--- src/rtl/rfsel_pkg.sv ---
package rfsel_pkg;

    localparam int WORD_W = 32;
    localparam int NREG   = 8;
    localparam int ID_W   = 4;
    localparam int SP_ID  = 4;

    typedef enum logic [3:0] {
        OP_NOP   = 4'd0,
        OP_HALT  = 4'd1,
        OP_RRMOV = 4'd2,
        OP_IRMOV = 4'd3,
        OP_STORE = 4'd4,
        OP_LOAD  = 4'd5,
        OP_ARITH = 4'd6,
        OP_JUMP  = 4'd7,
        OP_CALL  = 4'd8,
        OP_RET   = 4'd9,
        OP_PUSH  = 4'd10,
        OP_POP   = 4'd11
    } opcode_e;

    typedef struct packed {
        logic [ID_W-1:0] src_a;
        logic [ID_W-1:0] src_b;
        logic [ID_W-1:0] dst_e;
        logic [ID_W-1:0] dst_m;
    } port_sel_t;

endpackage

--- src/rtl/rfsel_port_select.sv ---
module rfsel_port_select
    import rfsel_pkg::*;
#(
    parameter int ID_W  = rfsel_pkg::ID_W,
    parameter int NREG  = rfsel_pkg::NREG,
    parameter int SP_ID = rfsel_pkg::SP_ID
) (
    input  logic [3:0]      opcode,
    input  logic [ID_W-1:0] ra,
    input  logic [ID_W-1:0] rb,
    output logic [ID_W-1:0] src_a,
    output logic [ID_W-1:0] src_b,
    output logic [ID_W-1:0] dst_e,
    output logic [ID_W-1:0] dst_m
);

    localparam logic [ID_W-1:0] ID_NONE = ID_W'(NREG);
    localparam logic [ID_W-1:0] ID_SP   = ID_W'(SP_ID);

    port_sel_t sel;

    always_comb begin
        sel = '{src_a: ID_NONE, src_b: ID_NONE, dst_e: ID_NONE, dst_m: ID_NONE};
        unique case (opcode)
            OP_RRMOV: begin
                sel.src_a = ra;
                sel.dst_e = rb;
            end
            OP_IRMOV: begin
                sel.dst_e = rb;
            end
            OP_STORE: begin
                sel.src_a = ra;
                sel.src_b = rb;
            end
            OP_LOAD: begin
                sel.src_b = rb;
                sel.dst_m = ra;
            end
            OP_ARITH: begin
                sel.src_a = ra;
                sel.src_b = rb;
                sel.dst_e = rb;
            end
            OP_CALL: begin
                sel.src_b = ID_SP;
                sel.dst_e = ID_SP;
            end
            OP_RET: begin
                sel.src_a = ID_SP;
                sel.src_b = ID_SP;
                sel.dst_e = ID_SP;
            end
            OP_PUSH: begin
                sel.src_a = ra;
                sel.src_b = ID_SP;
                sel.dst_e = ID_SP;
            end
            OP_POP: begin
                sel.src_a = ID_SP;
                sel.src_b = ID_SP;
                sel.dst_e = ID_SP;
                sel.dst_m = ra;
            end
            default: begin
                sel = '{src_a: ID_NONE, src_b: ID_NONE, dst_e: ID_NONE, dst_m: ID_NONE};
            end
        endcase
    end

    assign src_a = sel.src_a;
    assign src_b = sel.src_b;
    assign dst_e = sel.dst_e;
    assign dst_m = sel.dst_m;

endmodule

--- src/rtl/rfsel_storage.sv ---
module rfsel_storage #(
    parameter int WORD_W = rfsel_pkg::WORD_W,
    parameter int NREG   = rfsel_pkg::NREG,
    parameter int ID_W   = rfsel_pkg::ID_W
) (
    input  logic                        clk,
    input  logic                        rst_n,
    input  logic [ID_W-1:0]             dst_e,
    input  logic [ID_W-1:0]             dst_m,
    input  logic [WORD_W-1:0]           val_e,
    input  logic [WORD_W-1:0]           val_m,
    output logic [NREG-1:0][WORD_W-1:0] regs
);

    for (genvar i = 0; i < NREG; i++) begin : g_reg
        logic hit_e;
        logic hit_m;

        assign hit_e = (dst_e == ID_W'(i));
        assign hit_m = (dst_m == ID_W'(i));

        always_ff @(posedge clk or negedge rst_n) begin
            if (!rst_n) begin
                regs[i] <= '0;
            end else if (hit_m) begin
                regs[i] <= val_m;
            end else if (hit_e) begin
                regs[i] <= val_e;
            end
        end
    end

endmodule

--- src/rtl/rfsel_read_port.sv ---
module rfsel_read_port #(
    parameter int WORD_W = rfsel_pkg::WORD_W,
    parameter int NREG   = rfsel_pkg::NREG,
    parameter int ID_W   = rfsel_pkg::ID_W
) (
    input  logic [NREG-1:0][WORD_W-1:0] regs,
    input  logic [ID_W-1:0]             id,
    output logic [WORD_W-1:0]           data
);

    always_comb begin
        data = '0;
        for (int i = 0; i < NREG; i++) begin
            if (id == ID_W'(i)) begin
                data = regs[i];
            end
        end
    end

endmodule

--- src/rtl/rfsel_regfile.sv ---
module rfsel_regfile #(
    parameter int WORD_W = rfsel_pkg::WORD_W,
    parameter int NREG   = rfsel_pkg::NREG,
    parameter int ID_W   = rfsel_pkg::ID_W,
    parameter int SP_ID  = rfsel_pkg::SP_ID
) (
    input  logic              clk,
    input  logic              rst_n,
    input  logic [3:0]        opcode,
    input  logic [ID_W-1:0]   ra,
    input  logic [ID_W-1:0]   rb,
    input  logic [WORD_W-1:0] val_e,
    input  logic [WORD_W-1:0] val_m,
    output logic [WORD_W-1:0] val_a,
    output logic [WORD_W-1:0] val_b
);

    logic [ID_W-1:0]             src_a;
    logic [ID_W-1:0]             src_b;
    logic [ID_W-1:0]             dst_e;
    logic [ID_W-1:0]             dst_m;
    logic [NREG-1:0][WORD_W-1:0] regs;
    logic [1:0][ID_W-1:0]        rd_id;
    logic [1:0][WORD_W-1:0]      rd_data;

    rfsel_port_select #(.ID_W(ID_W), .NREG(NREG), .SP_ID(SP_ID)) u_sel (
        .opcode (opcode),
        .ra     (ra),
        .rb     (rb),
        .src_a  (src_a),
        .src_b  (src_b),
        .dst_e  (dst_e),
        .dst_m  (dst_m)
    );

    rfsel_storage #(.WORD_W(WORD_W), .NREG(NREG), .ID_W(ID_W)) u_store (
        .clk   (clk),
        .rst_n (rst_n),
        .dst_e (dst_e),
        .dst_m (dst_m),
        .val_e (val_e),
        .val_m (val_m),
        .regs  (regs)
    );

    assign rd_id[0] = src_a;
    assign rd_id[1] = src_b;

    for (genvar p = 0; p < 2; p++) begin : g_rd
        rfsel_read_port #(.WORD_W(WORD_W), .NREG(NREG), .ID_W(ID_W)) u_rd (
            .regs (regs),
            .id   (rd_id[p]),
            .data (rd_data[p])
        );
    end

    assign val_a = rd_data[0];
    assign val_b = rd_data[1];

endmodule

--- config.mk ---
export PLATFORM = sky130hd
export DESIGN_NAME = rfsel_regfile
export DESIGN_NICKNAME = d
export VERILOG_FILES = /design/src/rtl/rfsel_pkg.sv /design/src/rtl/rfsel_port_select.sv /design/src/rtl/rfsel_storage.sv /design/src/rtl/rfsel_read_port.sv /design/src/rtl/rfsel_regfile.sv
export SDC_FILE = /design/constraint.sdc
export NUM_CORES = 1
export LEC_CHECK = 0
export BUFFER_PORTS_ARGS = -buffer_cell sky130_fd_sc_hd__buf_2
export CAP_MARGIN = 10
export CORE_MARGIN = 2
export CORE_UTILIZATION = 56
export DETAILED_ROUTE_END_ITERATION = 10
export PLACE_DENSITY = 0.74
export RECOVER_POWER = 25
export SKIP_CTS_REPAIR_TIMING = 1
export SYNTH_ARGS = -nofsm -noshare
export SYNTH_HDL_FRONTEND = slang
export SYNTH_HIERARCHICAL = 1
export SYNTH_SLANG_ARGS = --single-unit
--- constraint.sdc ---
create_clock -name clk -period 2.4 [get_ports clk]
set_clock_uncertainty 0.05 [all_clocks]
set_input_delay 0.48 -clock clk [delete_from_list [all_inputs] [get_ports clk]]
set_output_delay 0.48 -clock clk [all_outputs]
set_load 0.05 [all_outputs]
==> impl_metrics.env <==
export IMPL_status="complete, but fails checks"
export IMPL_violations="max-capacitance violations, max-slew violations, negative setup slack"
export IMPL_cts_tree="built"
export IMPL_synth_cells=1703
export IMPL_start_kind="primary input"
export IMPL_power_total_mw=15.20
export IMPL_top_register="u_store/regs"
export IMPL_slew_headroom_pct=-12.10
export IMPL_power_density_nw_per_um2=690.4
export IMPL_synth_edf_count=0
export IMPL_clockPowerShare_pct=29.4
export IMPL_combPwrFrac_pct=30.3
export IMPL_seq_power_share_pct=40.3
export IMPL_p_switching_mw=5.171
export IMPL_fmax_mhz=325.3
export IMPL_path_clk_slew_ps=60
export IMPL_syn_area_per_cell_um2=10.26
export IMPL_cts_root_buf="clkbuf_16"
export IMPL_hold_slack_ps=175.9
export IMPL_vias_per_cell=6.533
export IMPL_gr_usage_met2_pct=55.36
export IMPL_leakagePower_nw=8.651
export IMPL_wl_mm=58.20
export IMPL_finalCoreUtilization_pct=71.81
export IMPL_syn_to_final_growth_pct=26.10
export IMPL_use_met1_pct=42.20
export IMPL_critical_path_class="primary input to primary output"
export IMPL_async_flop_share_pct=100.0
export IMPL_internal_power_mw=10.03
export IMPL_num_io_pins=142
export IMPL_grt_antenna_before_repair=8
export IMPL_gr_total_overflow=0
export IMPL_synth_warnings=6
export IMPL_grt_use_total_pct=32.75
export IMPL_setup_viol=64
export IMPL_clock_sink_count=256
export IMPL_pre_cts_ws_ps=-671.1
export IMPL_ys_types=56
export IMPL_gr_usage_met3_pct=5.053
export IMPL_hp_class="primary input to flip-flop"
export IMPL_dp_hpwl_mm=36.43
export IMPL_largest_reg_flops=256
export IMPL_swShare_pct=34.01
export IMPL_ir_drop_mv=0.6223
export IMPL_hold_viol=0
export IMPL_top_regs="u_store/regs (256)"
export IMPL_fp_dieArea_um2=32620
export IMPL_final_layout_size_suffix_gt1_share_pct=36.84
export IMPL_grt_busiest_layer="met2"
export IMPL_start_util_pct=56.95
export IMPL_cts_buffers=29
export IMPL_synth_nets=1781
export IMPL_period_share_pct=128.1
export IMPL_routedWlPerCell_um=25.40
export IMPL_fin_nets=1946
export IMPL_row_count=64
export IMPL_grt_pass1_vias=14690
export IMPL_drt_first_iter_violations=1432
export IMPL_clk_latency_ps=560
export IMPL_drv_slew=59
export IMPL_tightest_slew_ps=1682
export IMPL_portBuffers=141
export IMPL_num_vias=14970
export IMPL_synth_seq_cells=256
export IMPL_coreArea_um2=30670
export IMPL_grt_pass1_wl_mm=84.40
export IMPL_rsz0062_at_grt="true"
export IMPL_end_kind="primary output"
export IMPL_cts_buffer_depth=3
export IMPL_fp_dieH_um=180.6
export IMPL_arrival_ps=2540
export IMPL_placedCellCount=2180
export IMPL_die_w_um=180.6
export IMPL_min_period_ps=3074
export IMPL_drcViolationCount=0
export IMPL_layout_cells_non_filler=2291
export IMPL_ys_seq_area_share_pct=36.68
export IMPL_h_tree_depth=1
export IMPL_synth_cell_area_um2=17470
export IMPL_ys_flop_type="dfrtp_1"
export IMPL_drv_cap=1
export IMPL_finalWeightedCongestion=0.9076
export IMPL_worst_slack_ps=-674.2
export IMPL_critPathRequiredTime_ps=1870
export IMPL_drt_pre_antenna_iters=6
export IMPL_drtAntennaViolNets=0
export IMPL_grt_max_degree=67
export IMPL_crit_path_max_fanout=6
==> power groups by stage <==
| stage | Clock, mW | Sequential (mW) | Combinational [mW] |
|---|---|---|---|
| detailed placement | 0 | 6.11 | 4.06 |
| global placement | 0 | 6.06 | 3.89 |
| finish | 4.47 | 6.13 | 4.60 |
| CTS | 4.48 | 6.05 | 4.06 |
| floorplan | 0 | 5.84 | 3.19 |
| global route | 4.67 | 6.24 | 4.88 |
==> cell usage after synthesis (44+ instances only) <==
master | instances | area (µm²)
a21oi_1 | 44 | 220.2
buf_2 | 66 | 330.3
buf_6 | 45 | 506.7
clkbuf_1 | 71 | 266.5
dfrtp_1 | 256 | 6406
mux2i_1 | 362 | 3623
nand2_1 | 229 | 859.6
nor2_1 | 55 | 206.5
o21ai_0 | 113 | 565.5
o21ai_1 | 90 | 450.4
==> cells in the final DEF, fill, tap and decap left out, types with 7 or more instances in the layout <==
| master | instances |
|---|---|
| a21oi_1 | 40 |
| a221o_2 | 38 |
| a22o_1 | 38 |
| a22oi_2 | 7 |
| buf_12 | 57 |
| buf_2 | 78 |
| buf_4 | 113 |
| buf_6 | 79 |
| buf_8 | 14 |
| clkbuf_1 | 7 |
| clkbuf_16 | 35 |
| clkbuf_8 | 8 |
| dfrtp_1 | 256 |
| mux2_2 | 16 |
| mux2_4 | 38 |
| mux2i_1 | 342 |
| mux2i_2 | 11 |
| mux2i_4 | 9 |
| mux4_2 | 30 |
| nand2_1 | 227 |
| nor2_1 | 36 |
| nor2_2 | 8 |
| nor2_4 | 13 |
| o21ai_0 | 105 |
| o21ai_1 | 92 |
| o21ai_2 | 35 |
| o22ai_1 | 16 |
| o22ai_2 | 23 |
==> kinds of logic after synthesis <==
| logic type | share of synthesized area (%) |
|---|---|
| muxes | 28.91 |
| and+or+nand+nor | 9.749 |
| buffers and inverters | 8.009 |
| AOI/OAI and AO/OA | 16.65 |
| DFF | 36.68 |
==> final timing paths <==
path                                    from                end  slack (ps)  depth (start not counted)
min                                 val_m[3]  u_store/regs[131]         180                          3
min in group asynchronous              rst_n  u_store/regs[251]         840                          2
max reg2reg                u_store/regs[212]  u_store/regs[212]        1490                          2
min reg2reg                 u_store/regs[72]   u_store/regs[72]         530                          2
max                                opcode[3]          val_b[31]        -670                         10
max in group asynchronous              rst_n   u_store/regs[16]         210                          3
==> worst max-delay path: stages <==
cell     delay (ps)
buf_8           100
and2b_2         240
and3_4          320
buf_12          140
buf_12          100
buf_4           100
mux2_4          290
a22o_1          200
a221o_2         390
buf_6           170
==> metrics by stage <==
step,TNS [ps],area [µm²]
2_1_floorplan,-15340,17970
3_3_place_gp,-37920,19600
3_5_place_dp,-43710,19600
4_1_cts,-39710,20540
5_1_grt,-38870,22020
6_report,-33760,22020
==> layer usage <==
layer  share of wire, %  routed length [µm]
met4                4.7                2727
met3                8.0                4647
met5              0.050                  29
met1                 39               22750
met2                 48               28050
==> area by class of cell <==
cell class	count	area [µm²]
clock buffers	44	862.1
inverters	3	16.27
diodes	6	15.01
fillers	2129	8645
flip-flops and latches	256	6406
repair buffers	349	3645
clock inverters	8	75.07
well taps	396	495.5
multi-input cells	1229	10510
Power figures use the tool's default switching activity.
